### src/rtl/ctc_pkg.sv
package ctc_pkg;

    localparam int CTL_W    = 8;
    localparam int IEN_BIT  = 3;
    localparam int GLVL_BIT = 4;
    localparam int RUN_BIT  = 5;
    localparam int FRZ_BIT  = 6;
    localparam int EXT_BIT  = 7;

    typedef enum logic [2:0] {
        MD_NONE = 3'd0,
        MD_TMO  = 3'd1,
        MD_STB  = 3'd2,
        MD_ONE  = 3'd3,
        MD_RATE = 3'd4,
        MD_DUTY = 3'd5
    } mode_e;

    typedef struct packed {
        logic frz;
        logic run;
        logic glvl;
        logic ien;
    } cfg_t;

    // Map the 3-bit mode field (plus the extension bit) to an operating mode.
    function automatic mode_e decode_mode(input logic [CTL_W-1:0] w);
        mode_e m;
        case (w[2:0])
            3'b001:         m = MD_TMO;
            3'b010:         m = MD_STB;
            3'b011:         m = w[EXT_BIT] ? MD_NONE : MD_ONE;
            3'b100:         m = MD_RATE;
            3'b101, 3'b111: m = MD_DUTY;
            default:        m = MD_NONE;
        endcase
        return m;
    endfunction

    function automatic cfg_t decode_cfg(input logic [CTL_W-1:0] w);
        cfg_t c;
        c.frz  = w[FRZ_BIT];
        c.run  = w[RUN_BIT];
        c.glvl = w[GLVL_BIT];
        c.ien  = w[IEN_BIT];
        return c;
    endfunction

    // Modes whose output pulse lasts one timer clock.
    function automatic logic is_pulse_mode(input mode_e m);
        return (m == MD_STB) || (m == MD_RATE);
    endfunction

endpackage

### src/rtl/ctc_edge.sv
module ctc_edge #(
    parameter bit RISE = 1'b1
) (
    input  logic clk,
    input  logic rst,
    input  logic sig,
    output logic edge_o
);
    logic sig_r;

    always_ff @(posedge clk) begin
        if (rst) sig_r <= 1'b0;
        else     sig_r <= sig;
    end

    generate
        if (RISE) begin : g_rise
            assign edge_o = sig & ~sig_r;
        end else begin : g_fall
            assign edge_o = ~sig & sig_r;
        end
    endgenerate
endmodule

### src/rtl/ctc_regs.sv
module ctc_regs
    import ctc_pkg::*;
#(
    parameter int CNT_W  = 16,
    parameter int BYTE_W = CNT_W / 2
) (
    input  logic                clk,
    input  logic                rst,
    input  logic                jam_wr_hi,
    input  logic                jam_wr_lo,
    input  logic [BYTE_W-1:0]   jam_byte,
    input  logic                ctl_wr,
    input  logic [CTL_W-1:0]    ctl_byte,
    output logic [CNT_W-1:0]    jam_q,
    output cfg_t                cfg_q,
    output mode_e               mode_q,
    output logic                mode_load
);
    mode_e wr_mode;

    assign wr_mode   = decode_mode(ctl_byte);
    assign mode_load = ctl_wr && (wr_mode != MD_NONE);

    always_ff @(posedge clk) begin
        if (rst) begin
            jam_q <= '0;
        end else begin
            if (jam_wr_lo) jam_q[BYTE_W-1:0]     <= jam_byte;
            if (jam_wr_hi) jam_q[CNT_W-1:BYTE_W] <= jam_byte;
        end
    end

    always_ff @(posedge clk) begin
        if (rst) begin
            cfg_q  <= '0;
            mode_q <= MD_NONE;
        end else if (ctl_wr) begin
            cfg_q <= decode_cfg(ctl_byte);
            if (mode_load) mode_q <= wr_mode;
        end
    end
endmodule

### src/rtl/ctc_core.sv
module ctc_core
    import ctc_pkg::*;
#(
    parameter int CNT_W  = 16,
    parameter int BYTE_W = CNT_W / 2
) (
    input  logic              clk,
    input  logic              rst,
    input  logic              tick,
    input  logic              gate_ok,
    input  logic              gate_rise,
    input  logic              run,
    input  mode_e             mode_q,
    input  logic              mode_load,
    input  logic [CNT_W-1:0]  jam_q,
    output logic [CNT_W-1:0]  cnt_q,
    output logic              out_q,
    output logic              evt_q
);
    localparam logic [CNT_W-1:0] ONE_C = CNT_W'(1);
    localparam int               PAD_W = CNT_W - BYTE_W - 1;

    logic armed_q;
    logic done_q;
    logic phase_hi_q;
    logic step;

    // A zero phase byte stands for a full 2**BYTE_W clocks.
    function automatic logic [CNT_W-1:0] phase_len(input logic [BYTE_W-1:0] b);
        return {{PAD_W{1'b0}}, (b == '0), b};
    endfunction

    assign step = tick && run && gate_ok;

    always_ff @(posedge clk) begin
        if (rst) begin
            cnt_q      <= '0;
            out_q      <= 1'b0;
            evt_q      <= 1'b0;
            armed_q    <= 1'b0;
            done_q     <= 1'b0;
            phase_hi_q <= 1'b0;
        end else begin
            evt_q <= 1'b0;
            if (mode_load) begin
                armed_q    <= 1'b1;
                done_q     <= 1'b0;
                out_q      <= 1'b0;
                phase_hi_q <= 1'b0;
            end else if (mode_q != MD_NONE) begin
                if (tick && out_q && is_pulse_mode(mode_q)) out_q <= 1'b0;
                if (step) begin
                    if (armed_q) begin
                        armed_q <= 1'b0;
                        if (mode_q == MD_DUTY) begin
                            cnt_q      <= phase_len(jam_q[CNT_W-1:BYTE_W]);
                            out_q      <= 1'b1;
                            phase_hi_q <= 1'b1;
                        end else begin
                            cnt_q <= jam_q;
                        end
                    end else if (!done_q) begin
                        if (cnt_q == ONE_C) begin
                            evt_q <= 1'b1;
                            case (mode_q)
                                MD_RATE: begin
                                    out_q <= 1'b1;
                                    cnt_q <= jam_q;
                                end
                                MD_DUTY: begin
                                    phase_hi_q <= ~phase_hi_q;
                                    out_q      <= ~phase_hi_q;
                                    cnt_q      <= phase_hi_q ?
                                                  phase_len(jam_q[BYTE_W-1:0]) :
                                                  phase_len(jam_q[CNT_W-1:BYTE_W]);
                                end
                                default: begin
                                    out_q  <= 1'b1;
                                    done_q <= 1'b1;
                                    cnt_q  <= '0;
                                end
                            endcase
                        end else begin
                            cnt_q <= cnt_q - ONE_C;
                        end
                    end
                end
                if (mode_q == MD_ONE && !done_q && run && gate_rise) armed_q <= 1'b1;
            end
        end
    end
endmodule

### src/rtl/ctc_hold.sv
module ctc_hold #(
    parameter int CNT_W = 16
) (
    input  logic             clk,
    input  logic             rst,
    input  logic             frz,
    input  logic [CNT_W-1:0] cnt_q,
    output logic [CNT_W-1:0] hold_q
);
    always_ff @(posedge clk) begin
        if (rst)       hold_q <= '0;
        else if (!frz) hold_q <= cnt_q;
    end
endmodule

### src/rtl/cntr_timer_chan.sv
module cntr_timer_chan
    import ctc_pkg::*;
#(
    parameter int CNT_W = 16
) (
    input  logic                 clk,
    input  logic                 rst,
    input  logic                 tclk_in,
    input  logic                 gate_in,
    input  logic                 jam_wr_hi,
    input  logic                 jam_wr_lo,
    input  logic [CNT_W/2-1:0]   jam_byte,
    input  logic                 ctl_wr,
    input  logic [7:0]           ctl_byte,
    output logic                 out_true,
    output logic                 out_comp,
    output logic                 tmo_evt,
    output logic                 irq_evt,
    output logic [CNT_W-1:0]     hold_q
);
    localparam int BYTE_W = CNT_W / 2;

    logic [CNT_W-1:0] jam_q;
    logic [CNT_W-1:0] cnt_q;
    cfg_t             cfg_q;
    mode_e            mode_q;
    logic             mode_load;
    logic             tick;
    logic             gate_ok;
    logic             gate_rise;
    logic             out_q;
    logic             evt_q;
    logic             cfg_frz;
    logic             cfg_run;

    assign gate_ok = ~(gate_in ^ cfg_q.glvl);
    assign cfg_frz = cfg_q.frz;
    assign cfg_run = cfg_q.run;

    ctc_edge #(.RISE(1'b0)) u_tclk_edge (
        .clk(clk), .rst(rst), .sig(tclk_in), .edge_o(tick)
    );

    ctc_edge #(.RISE(1'b1)) u_gate_edge (
        .clk(clk), .rst(rst), .sig(gate_ok), .edge_o(gate_rise)
    );

    ctc_regs #(.CNT_W(CNT_W), .BYTE_W(BYTE_W)) u_regs (
        .clk(clk), .rst(rst),
        .jam_wr_hi(jam_wr_hi), .jam_wr_lo(jam_wr_lo), .jam_byte(jam_byte),
        .ctl_wr(ctl_wr), .ctl_byte(ctl_byte),
        .jam_q(jam_q), .cfg_q(cfg_q), .mode_q(mode_q), .mode_load(mode_load)
    );

    ctc_core #(.CNT_W(CNT_W), .BYTE_W(BYTE_W)) u_core (
        .clk(clk), .rst(rst), .tick(tick), .gate_ok(gate_ok),
        .gate_rise(gate_rise), .run(cfg_q.run), .mode_q(mode_q),
        .mode_load(mode_load), .jam_q(jam_q),
        .cnt_q(cnt_q), .out_q(out_q), .evt_q(evt_q)
    );

    ctc_hold #(.CNT_W(CNT_W)) u_hold (
        .clk(clk), .rst(rst), .frz(cfg_q.frz), .cnt_q(cnt_q), .hold_q(hold_q)
    );

    assign out_true = out_q;
    assign out_comp = ~out_q;
    assign tmo_evt  = evt_q;
    assign irq_evt  = evt_q & cfg_q.ien;
endmodule

### config.mk
export PLATFORM = sky130hd
export DESIGN_NAME = cntr_timer_chan
export DESIGN_NICKNAME = d
export VERILOG_FILES = /design/src/rtl/ctc_pkg.sv /design/src/rtl/ctc_edge.sv /design/src/rtl/ctc_regs.sv /design/src/rtl/ctc_core.sv /design/src/rtl/ctc_hold.sv /design/src/rtl/cntr_timer_chan.sv
export SDC_FILE = /design/constraint.sdc
export NUM_CORES = 1
export LEC_CHECK = 0
export BUFFER_PORTS_ARGS = -buffer_cell sky130_fd_sc_hd__clkbuf_2
export CAP_MARGIN = 20
export CORE_ASPECT_RATIO = 0.75
export CORE_MARGIN = 2
export CORE_UTILIZATION = 60
export CTS_CLUSTER_SIZE = 28
export DETAILED_ROUTE_END_ITERATION = 6
export PLACE_DENSITY = 0.82
export SLEW_MARGIN = 20
export SYNTH_ARGS = -nofsm -noshare
export SYNTH_HDL_FRONTEND = slang
export SYNTH_SLANG_ARGS = --single-unit
### constraint.sdc
create_clock -name clk -period 5.1 [get_ports clk]
set_input_delay 0.51 -clock clk [delete_from_list [all_inputs] [get_ports clk]]
set_output_delay 0.51 -clock clk [all_outputs]
set_load 0.02 [all_outputs]
==> metrics.csv, run 1 <==
stage,metric,value,unit
routing,final WL,7740,um
sta,Final setup violation count,0,
setup_path,buffer and inverter count on the worst path,0,
synth,sequential area share after synthesis,37.8,%
finish,share of cells above drive strength 1,17.0,%
synth,mean area per synthesized cell,8.39,um^2
power,peak supply drop,220,uV
die,Chip Width,89.4,um
routing,Pre-antenna DRT Iters,5,
synth,top cell type's share of synthesized area,37.8,%
global_routing,first-pass GRT wire length,12500,um
setup_path,CP max stage delay,0.60,ns
setup_path,"Largest delay share family, worst path",simple AND/OR/NAND/NOR gates,
power,pwr dens,292,mW/mm^2
clock_network,CTS Buf Count,9,
placement,placer congestion estimate,0.875,
die,starting density of the core,62.0,%
synth,main area contributors after synthesis,"dfxtp_1 38%, mux2i_1 13%, nor2_1 6.2%, nand2_1 4.0%, a21oi_1 2.7%",
power,total power,1070,uW
sta,fin crit share,50.3,%
die,io pins,43,
synth,"FF+latch count, synth",62,
finish,final design utilization,69.3,%
routing,DRC errors left,0,
clock_network,CTS tree,done,
setup_path,Reg2Reg Launch Point,u_core.cnt_q[0]$_SDFFE_PP0P_,
clock_network,Longest Clk Path Bufs,2,
finish,"commonest non-fill, non-tap cell in the layout",dfxtp_1,
setup_path,kind of end point of the critical path,flip-flop,
synth,Synth cell types,59,
finish,FILL cells,460,
setup_path,crit-path cells,ha_1 -> nor4b_1 -> nand4_1 -> o31ai_4 -> a22oi_1 -> o22ai_1,
clock_network,Post-CTS Setup Repair Bufs,0,
clock_network,"Reg clk slew, reported paths",0.07,ns
clock_network,post_cts resized,0,
finish,n_diodes,0,
finish,fin nets,438,
setup_path,CP startpoint,u_core.cnt_q[0]$_SDFFE_PP0P_,
clock_network,Worst-Skew Late Latency,0.35,ns
finish,most frequent cells in the layout,"62 x dfxtp_1, 54 x nor2_1, 44 x mux2i_1, 42 x clkbuf_2, 35 x nand2_1",
setup_path,CP Launch Type,flip-flop,
synth,post-synth net total,416,
global_routing,all-layer global routing usage,27.0,%
setup_path,"Slowest-stage cell, CP",nand4_1,
sta,post-layout min period,2.57,ns
synth,number of flops mapped to enable cells by yosys,0,
power,leakage,0.00148,uW
run,number of max-cap violations,0,
sta,actual slew at the worst max-slew pin,0.905,ns
setup_path,crit-path max FO,11,
run_status,status,"complete, no violations",
routing,vias post-DR,2986,
synth,Cells after Synth,391,
routing,vias per cell,6.06,
placement,number of port buffers,42,
die,die footprint,0.00608,mm^2
clock_network,clk sinks,62,
routing,Final ANT Viol Nets,0,
finish,"Area growth, synth to finish",11.9,%
sta,Peak Freq,0.389,GHz
global_routing,initial antenna violation count,0,
min_path,beginning of the worst hold path,tclk_in,
synth,Synthesis Warnings,0,
clock_network,root buf cell,clkbuf_8,
placement,hpwl dp,5330,um
routing,routed length per instance,15.7,um
clock_network,cts-stage hold buffer count,0,
synth,Syn Std Cell Area,0.00328,mm^2
clock_network,H-tree levels,3,
setup_path,Crit path required time,5.36,ns
sta,Final Skew,0.0102,ns
min_path,Hold WC Path Type,primary input to flip-flop,
sta,RSZ-0062 raised after global routing,no,
sta,relative slew slack,39.6,%
setup_path,crit path DAT,2.83,ns
synth,post-synth top area cell,dfxtp_1,
global_routing,vias in the first global route,2568,
die,core area,0.00530,mm^2
routing,Iter 0 DRT Violations,344,
synth,Synth Flop Type,dfxtp_1,
die,num rows,23,
synth,asr flop ratio synth,0,%
global_routing,largest net degree at the start of global routing,58,
global_routing,GRT overflow,0,
sta,Fin. Hold Viols,0,
setup_path,r2r setup slk,2.53,ns
sta,Max Transition Viols Final,0,
die,die height,68.0,um
setup_path,crit path kind,flip-flop to flip-flop,
sta,Total Neg Setup Slack,0,ns
## cell type report
class                   count  area [um^2]  share of cell area [%]
clock buffers              11          151                    4.13
clock inverters             5         57.6                    1.57
inverters                   8         30.0                   0.818
multi-input cells         288         1870                    51.0
flip-flops and latches     62         1240                    33.8
well taps                  75         93.8                    2.56
repair buffers             44          225                    6.14
## state kept, by name, indices dropped and copies added (netlist names)
signal,cells
u_regs.cfg_q,4
u_core.out_q,1
u_gate_edge.sig_r,1
u_core.cnt_q,16
u_core.done_q,1
u_regs.mode_q,3
u_regs.jam_q,16
u_core.evt_q,1
u_hold.hold_q,16
u_core.armed_q,1
u_tclk_edge.sig_r,1
u_core.phase_hi_q,1
## power breakdown
group | leakage, uW | internal, uW | switching, uW | total, uW
Sequential | 0.000505 | 497 | 21.1 | 518
Combinational | 0.000881 | 46.0 | 59.2 | 105
Clock | 0.0000976 | 251 | 197 | 449
Total | 0.00148 | 794 | 278 | 1070
## through the flow
step	area [um^2]	setup slack [ns]	instances	hold slack, ns
6_report	3670	2.53	493	0.399
3_5_place_dp	3460	2.56	477	0.486
4_1_cts	3670	2.64	493	0.392
3_3_place_gp	3460	2.37	477	0.475
2_1_floorplan	3280	3.11	391	0.452
5_1_grt	3670	2.40	493	0.413
## final timing paths
check                                       end  cells past startpoint
setup / recovery  u_core.cnt_q[10]$_SDFFE_PP0P_                      6
hold / removal     u_tclk_edge.sig_r$_SDFF_PP0_                      2
setup reg to reg  u_core.cnt_q[10]$_SDFFE_PP0P_                      6
hold reg to reg   u_hold.hold_q[6]$_SDFFE_PP0N_                      2
## kinds of logic (layout without fill, tap and decap cells)
family / count (synthesis) / after routing / synth area share (%)
AOI/OAI and AO/OA: 61 / 61 / 13.2
adders and majority gates: 2 / 2 / 0.763
muxes: 45 / 45 / 13.8
DFF: 62 / 62 / 37.8
and+or+nand+nor: 173 / 173 / 27.3
xor gates and xnor gates: 7 / 7 / 1.87
buffers and inverters: 41 / 68 / 5.30
## synthesized netlist by cell type (all sizes together) (3+ instances only)
master,n
o21ai,8
nor3,17
or4,3
o32ai,4
buf,11
a22oi,3
nand3,11
xor2,3
nand2b,7
nand2,35
nor2,54
nor2b,6
nand3b,3
or3,3
xnor2,4
a21oi,18
nand4,5
clkbuf,22
o311ai,6
mux2i,44
inv,7
nor4,15
a31oi,3
dfxtp,62
## metal layers
metal,vias up,routed length (um),track usage [%]
met5,-,0,0
met4,0,138,10.6
met3,16,526,7.00
met2,122,3500,41.2
met1,1392,3580,36.7
li1,1456,-,-
(Power assumes the default switching activity.)
==> run 2: changes to the inputs <==
--- a/config.mk
+++ b/config.mk
@@ -9,10 +9,10 @@
 export CAP_MARGIN = 20
 export CORE_ASPECT_RATIO = 0.75
 export CORE_MARGIN = 2
-export CORE_UTILIZATION = 60
+export CORE_UTILIZATION = 52
 export CTS_CLUSTER_SIZE = 28
 export DETAILED_ROUTE_END_ITERATION = 6
-export PLACE_DENSITY = 0.82
+export PLACE_DENSITY = 0.76
 export SLEW_MARGIN = 20
 export SYNTH_ARGS = -nofsm -noshare
 export SYNTH_HDL_FRONTEND = slang
==> constraint.sdc (replaced) <==
create_clock -name clk -period 2.1 [get_ports clk]
set_input_delay 0.21 -clock clk [delete_from_list [all_inputs] [get_ports clk]]
set_output_delay 0.21 -clock clk [all_outputs]
set_load 0.02 [all_outputs]
==> run 2 against run 1 <==
Net effect: core utilization is 3.4 points lower; setup slack worse by 2.5 ns; maximum frequency is 26% higher; combinational power grew to 3.0 times the previous value; clock power is 150% higher; flip-flop and latch count stayed put; clock skew is 0.0028 ns lower; via count is 6.6% higher; sequential share of layout area is 3.4 points lower; largest cell class unchanged.
==> metrics.csv, run 2 (synthesized netlist as in run 1, its figures left out) <==
stage,metric,value,unit
clock_network,H-tree levels,3,
power,clock group share of total power,41.7,%
finish,FILL cells,509,
sta,RSZ-0062 raised after global routing,yes,
die,Chip Width,95.7,um
clock_network,root buf cell,clkbuf_8,
clock_network,clk sinks,62,
finish,Largest regs,"u_core.cnt_q: 16 flops, u_hold.hold_q: 16 flops, u_regs.jam_q: 16 flops",
sta,post-layout min period,2.04,ns
clock_network,Post-CTS Setup Repair Bufs,0,
min_path,beginning of the worst hold path,tclk_in,
global_routing,largest net degree at the start of global routing,35,
routing,final WL,8770,um
setup_path,crit path kind,flip-flop to flip-flop,
die,io pins,43,
finish,fin nets,478,
clock_network,Longest Clk Path Bufs,2,
die,num rows,25,
routing,Final ANT Viol Nets,0,
finish,final design utilization,65.9,%
setup_path,crit path DAT,2.25,ns
routing,vias per cell,5.92,
sta,Final Skew,0.00738,ns
clock_network,CTS Buf Count,9,
power,sw frac,25.1,%
finish,"commonest non-fill, non-tap cell in the layout",dfxtp_1,
sta,relative slew slack,48.6,%
global_routing,initial antenna violation count,0,
global_routing,GRT overflow,0,
clock_network,Worst-Skew Late Latency,0.35,ns
die,die height,72.8,um
power,Flop pwr share,46.5,%
routing,Iter 0 DRT Violations,280,
power,Pint,2010,uW
power,combinational share of power,11.8,%
placement,placer congestion estimate,0.975,
sta,actual slew at the worst max-slew pin,0.764,ns
setup_path,Reg2Reg Launch Point,u_core.cnt_q[1]$_SDFFE_PP0P_,
placement,hpwl dp,6310,um
sta,Fin. Hold Viols,0,
placement,Placed Area,0.00381,mm^2
sta,Final setup violation count,0,
min_path,Hold WC Path Type,primary input to flip-flop,
run_status,status,"complete, no violations",
min_path,WHS Path Cells,2,
die,die footprint,0.00697,mm^2
setup_path,CP startpoint,u_core.cnt_q[1]$_SDFFE_PP0P_,
clock_network,CTS tree,done,
finish,share of cells above drive strength 1,26.0,%
global_routing,vias in the first global route,2958,
setup_path,Worst Reg-to-Reg Cells,10,
routing,vias post-DR,3183,
setup_path,kind of end point of the critical path,flip-flop,
run,number of max-cap violations,0,
finish,Final Cell Area,0.00408,mm^2
finish,most frequent cells in the layout,"61 x dfxtp_1, 53 x nor2_1, 44 x mux2i_1, 42 x clkbuf_2, 38 x buf_4",
sta,Peak Freq,0.489,GHz
setup_path,crit-path max FO,11,
die,starting density of the core,53.0,%
finish,area of the multi-input gates,0.00193,mm^2
global_routing,all-layer global routing usage,26.9,%
sta,Max Transition Viols Final,0,
min_path,end of the worst hold path,u_tclk_edge.sig_r$_SDFF_PP0_,
setup_path,CP Launch Type,flip-flop,
finish,"Area growth, synth to finish",24.3,%
routing,Pre-antenna DRT Iters,7,
sta,fin crit share,97.4,%
setup_path,Crit path required time,2.31,ns
placement,number of port buffers,42,
global_routing,first-pass GRT wire length,14400,um
placement,# placed instances,523,
die,core area,0.00619,mm^2
finish,Final Non-Filler Cells,538,
finish,n_diodes,0,
power,peak supply drop,453,uV
routing,DRC errors left,0,
power,leakage,0.00172,uW
setup_path,RR Endpoint,u_core.cnt_q[5]$_SDFFE_PP0P_,
setup_path,r2r setup slk,0.06,ns
finish,Reg area,0.00124,mm^2
clock_network,"Reg clk slew, reported paths",0.06,ns
power,Sw Pwr,671,uW
routing,routed length per instance,16.3,um
power,pwr dens,656,mW/mm^2
[run 2: area by class of cell]
cell class	instances	share of cell area (%)
Multi-Input combinational cell	288	47.2
Sequential cell	62	30.5
Timing Repair Buffer	84	14.1
Clock buffer	10	3.13
Tap cell	81	2.48
Clock inverter	5	1.84
Inverter	8	0.736
[run 2: how the worst max path moves through the flow]
| stage | end |
|---|---|
| global placement | u_core.cnt_q[4]$_SDFFE_PP0P_ |
| detailed placement | u_core.cnt_q[3]$_SDFFE_PP0P_ |
| finish | u_core.cnt_q[5]$_SDFFE_PP0P_ |
| CTS | u_core.cnt_q[12]$_SDFFE_PP0P_ |
| floorplan | u_core.cnt_q[12]$_SDFFE_PP0P_ |
| global route | u_core.cnt_q[3]$_SDFFE_PP0P_ |
[run 2: power groups by stage]
stage	Sequential (uW)	Clock (uW)	Combinational, uW
after floorplan	1250	0	209
after global placement	1270	0	297
after detailed placement	1270	0	305
after CTS	1240	1140	310
after global routing	1250	1190	344
final	1240	1120	316
[run 2: critical path, cell delays in order (launching register included)]
cell	delay, ns
dfxtp_1	0.33
inv_1	0.06
ha_1	0.19
nor4b_4	0.13
buf_4	0.15
and4_1	0.19
buf_4	0.16
buf_12	0.14
nor2_2	0.24
mux2i_1	0.21
o21ai_0	0.11
[run 2: metrics by stage]
step	setup TNS (ns)	setup slack, ns	hold slack, ns	total power, uW
global placement	0	0.0113	0.438	1560
finish	0	0.0550	0.0966	2680
detailed placement	-0.400	-0.102	0.458	1570
floorplan	0	0.138	0.338	1460
CTS	0	0.0194	0.0979	2690
global route	-0.0358	-0.0156	0.0992	2780
[run 2: what timing repair did]
| action | CTS | global route |
|---|---|---|
| gates resized for setup | 10 | 8 |
| setup endpoints to repair | 12 | 15 |
| hold buffers | 0 | 0 |
[run 2: per-layer routing]
| metal | vias to the layer above | routed length [um] | global-route usage (%) |
|---|---|---|---|
| li1 | 1538 | - | - |
| met1 | 1487 | 4060 | 36.8 |
| met2 | 140 | 3970 | 41.0 |
| met3 | 18 | 625 | 7.23 |
| met4 | 0 | 119 | 9.21 |
| met5 | - | 0 | 0 |
==> run 3: changes to the inputs <==
--- a/config.mk
+++ b/config.mk
@@ -7,12 +7,12 @@
 export LEC_CHECK = 0
 export BUFFER_PORTS_ARGS = -buffer_cell sky130_fd_sc_hd__clkbuf_2
 export CAP_MARGIN = 20
-export CORE_ASPECT_RATIO = 0.75
+export CORE_ASPECT_RATIO = 2
 export CORE_MARGIN = 2
-export CORE_UTILIZATION = 52
+export CORE_UTILIZATION = 58
 export CTS_CLUSTER_SIZE = 28
 export DETAILED_ROUTE_END_ITERATION = 6
-export PLACE_DENSITY = 0.76
+export PLACE_DENSITY = 0.8
 export SLEW_MARGIN = 20
 export SYNTH_ARGS = -nofsm -noshare
 export SYNTH_HDL_FRONTEND = slang
==> constraint.sdc (replaced) <==
create_clock -name clk -period 2 [get_ports clk]
set_input_delay 0.2 -clock clk [delete_from_list [all_inputs] [get_ports clk]]
set_output_delay 0.2 -clock clk [all_outputs]
set_load 0.02 [all_outputs]
==> run 3 against run 2 <==
Net effect: maximum frequency grew 6.7%; critical endpoint is now u_core.cnt_q[13]$_SDFFE_PP0P_; sequential power grew 6%; clock power shrank 14%; design area shrank 2.0%; final cell count shrank 4.3%; wire length grew 2.2%.
==> metrics.csv, run 3 (synthesized netlist as in run 1, its figures left out) <==
stage,metric,value,unit
global_routing,GRT met2 Usage,53.7,%
clock_network,Worst-Skew Late Latency,0.34,ns
clock_network,"Reg clk slew, reported paths",0.06,ns
clock_network,CTS Buf Count,9,
clock_network,CTS tree,done,
routing,final WL,8960,um
setup_path,CP max stage delay,0.60,ns
finish,share of cells above drive strength 1,24.8,%
global_routing,first-pass GRT wire length,14600,um
sta,Peak Freq,0.522,GHz
clock_network,H-tree levels,3,
routing,Final ANT Viol Nets,0,
sta,Final setup violation count,0,
global_routing,M3 GR Usage,6.53,%
sta,actual slew at the worst max-slew pin,0.453,ns
sta,Fin. Hold Viols,0,
sta,Max Transition Viols Final,0,
global_routing,vias in the first global route,3069,
sta,Final Skew,0.00648,ns
routing,routed length per instance,17.4,um
clock_network,root buf cell,clkbuf_8,
setup_path,crit path kind,flip-flop to flip-flop,
routing,vias per cell,6.20,
die,io pins,43,
sta,Total Neg Setup Slack,0,ns
placement,hpwl dp,6730,um
die,die footprint,0.00631,mm^2
setup_path,crit-path cells,or4_4 -> or3_4 -> nor4_4 -> a22oi_2 -> o32ai_1,
placement,number of port buffers,42,
die,Chip Width,57.2,um
die,starting density of the core,60.5,%
routing,Pre-antenna DRT Iters,5,
finish,"commonest non-fill, non-tap cell in the layout",dfxtp_1,
sta,fin crit share,95.8,%
global_routing,initial antenna violation count,0,
setup_path,Crit path required time,2.25,ns
routing,DRC errors left,0,
run,number of max-cap violations,0,
global_routing,gr busiest metal,met2,
min_path,Hold WC Path Type,primary input to flip-flop,
clock_network,Post-CTS Setup Repair Bufs,0,
power,peak supply drop,577,uV
sta,relative slew slack,69.5,%
die,core area,0.00542,mm^2
finish,Largest regs,"u_core.cnt_q: 16 flops, u_hold.hold_q: 16 flops, u_regs.jam_q: 16 flops",
global_routing,GRT overflow,0,
setup_path,kind of end point of the critical path,flip-flop,
power,leakage,0.00170,uW
run_status,status,"complete, no violations",
global_routing,all-layer global routing usage,30.3,%
routing,Iter 0 DRT Violations,179,
global_routing,largest net degree at the start of global routing,35,
placement,placer congestion estimate,0.930,
clock_network,clk sinks,62,
sta,post-layout min period,1.92,ns
clock_network,Longest Clk Path Bufs,2,
finish,n_diodes,0,
finish,FILL cells,438,
finish,"Area growth, synth to finish",21.9,%
power,pwr dens,652,mW/mm^2
setup_path,buffer and inverter count on the worst path,0,
setup_path,crit-path max FO,6,
finish,most frequent cells in the layout,"62 x dfxtp_1, 53 x nor2_1, 44 x mux2i_1, 42 x clkbuf_2, 38 x buf_4",
sta,Fin Hold WS,0.0940,ns
setup_path,"Slowest-stage cell, CP",or4_4,
die,num rows,38,
setup_path,crit path DAT,2.17,ns
die,die height,110,um
finish,fin nets,477,
routing,vias post-DR,3192,
setup_path,CP Launch Type,flip-flop,
setup_path,"Largest delay share family, worst path",simple AND/OR/NAND/NOR gates,
global_routing,M1 GR Usage,29.8,%
==> run 3: what timing repair did <==
action,CTS,global route
gates resized for setup,2,11
setup endpoints to repair,6,16
pin swaps,0,2
endpoints found under the hold margin,0,0
hold buffers,0,0
==> run 3: final timing paths <==
path	start	to	slack (ns)	depth (start not counted)
worst max-delay path	u_core.cnt_q[4]$_SDFFE_PP0P_	u_core.cnt_q[13]$_SDFFE_PP0P_	0.08	5
worst min-delay path	tclk_in	u_tclk_edge.sig_r$_SDFF_PP0_	0.09	2
worst max register to register	u_core.cnt_q[4]$_SDFFE_PP0P_	u_core.cnt_q[13]$_SDFFE_PP0P_	0.08	5
worst min register to register	u_hold.hold_q[6]$_SDFFE_PP0N_	u_hold.hold_q[6]$_SDFFE_PP0N_	0.49	2
==> run 3: per-layer routing <==
layer / routed length, um / vias to the layer above
li1: - / 1528
met1: 3140 / 1474
met2: 4790 / 145
met3: 421 / 45
met4: 613 / 0
met5: 0 / -
==> run 3: per-stage QoR <==
step	cells	util [%]	worst slack, ns	power (uW)	area [um^2]
2_1_floorplan	391	-	0.0375	1540	3280
5_1_grt	515	73.8	-0.0567	2710	4000
3_3_place_gp	501	69.5	0.0303	1650	3770
6_report	515	73.8	0.0834	2610	4000
3_5_place_dp	501	69.5	-0.0200	1660	3770
4_1_cts	515	72.9	0.0120	2620	3950
==> run 3: layout make-up <==
cell class	instances	area [um^2]	share of cell area (%)
Sequential cell	62	1240	31.0
Tap cell	60	75.1	1.88
Multi-Input combinational cell	288	1920	48.1
Timing Repair Buffer	83	556	13.9
Clock inverter	1	5.00	0.125
Clock buffer	13	169	4.23
Inverter	8	30.0	0.751
==> run 3: worst reg2reg max path: stages (launching register included) <==
cell	delay, ns
dfxtp_1	0.32
or4_4	0.60
or3_4	0.39
nor4_4	0.31
a22oi_2	0.08
o32ai_1	0.13
==> run 3: report_power, final <==
part | switching [uW] | internal (uW) | leakage (uW)
clock network | 432 | 535 | 0.0000914
registers | 37.5 | 1270 | 0.000505
logic | 182 | 150 | 0.00110
total | 651 | 1950 | 0.00170
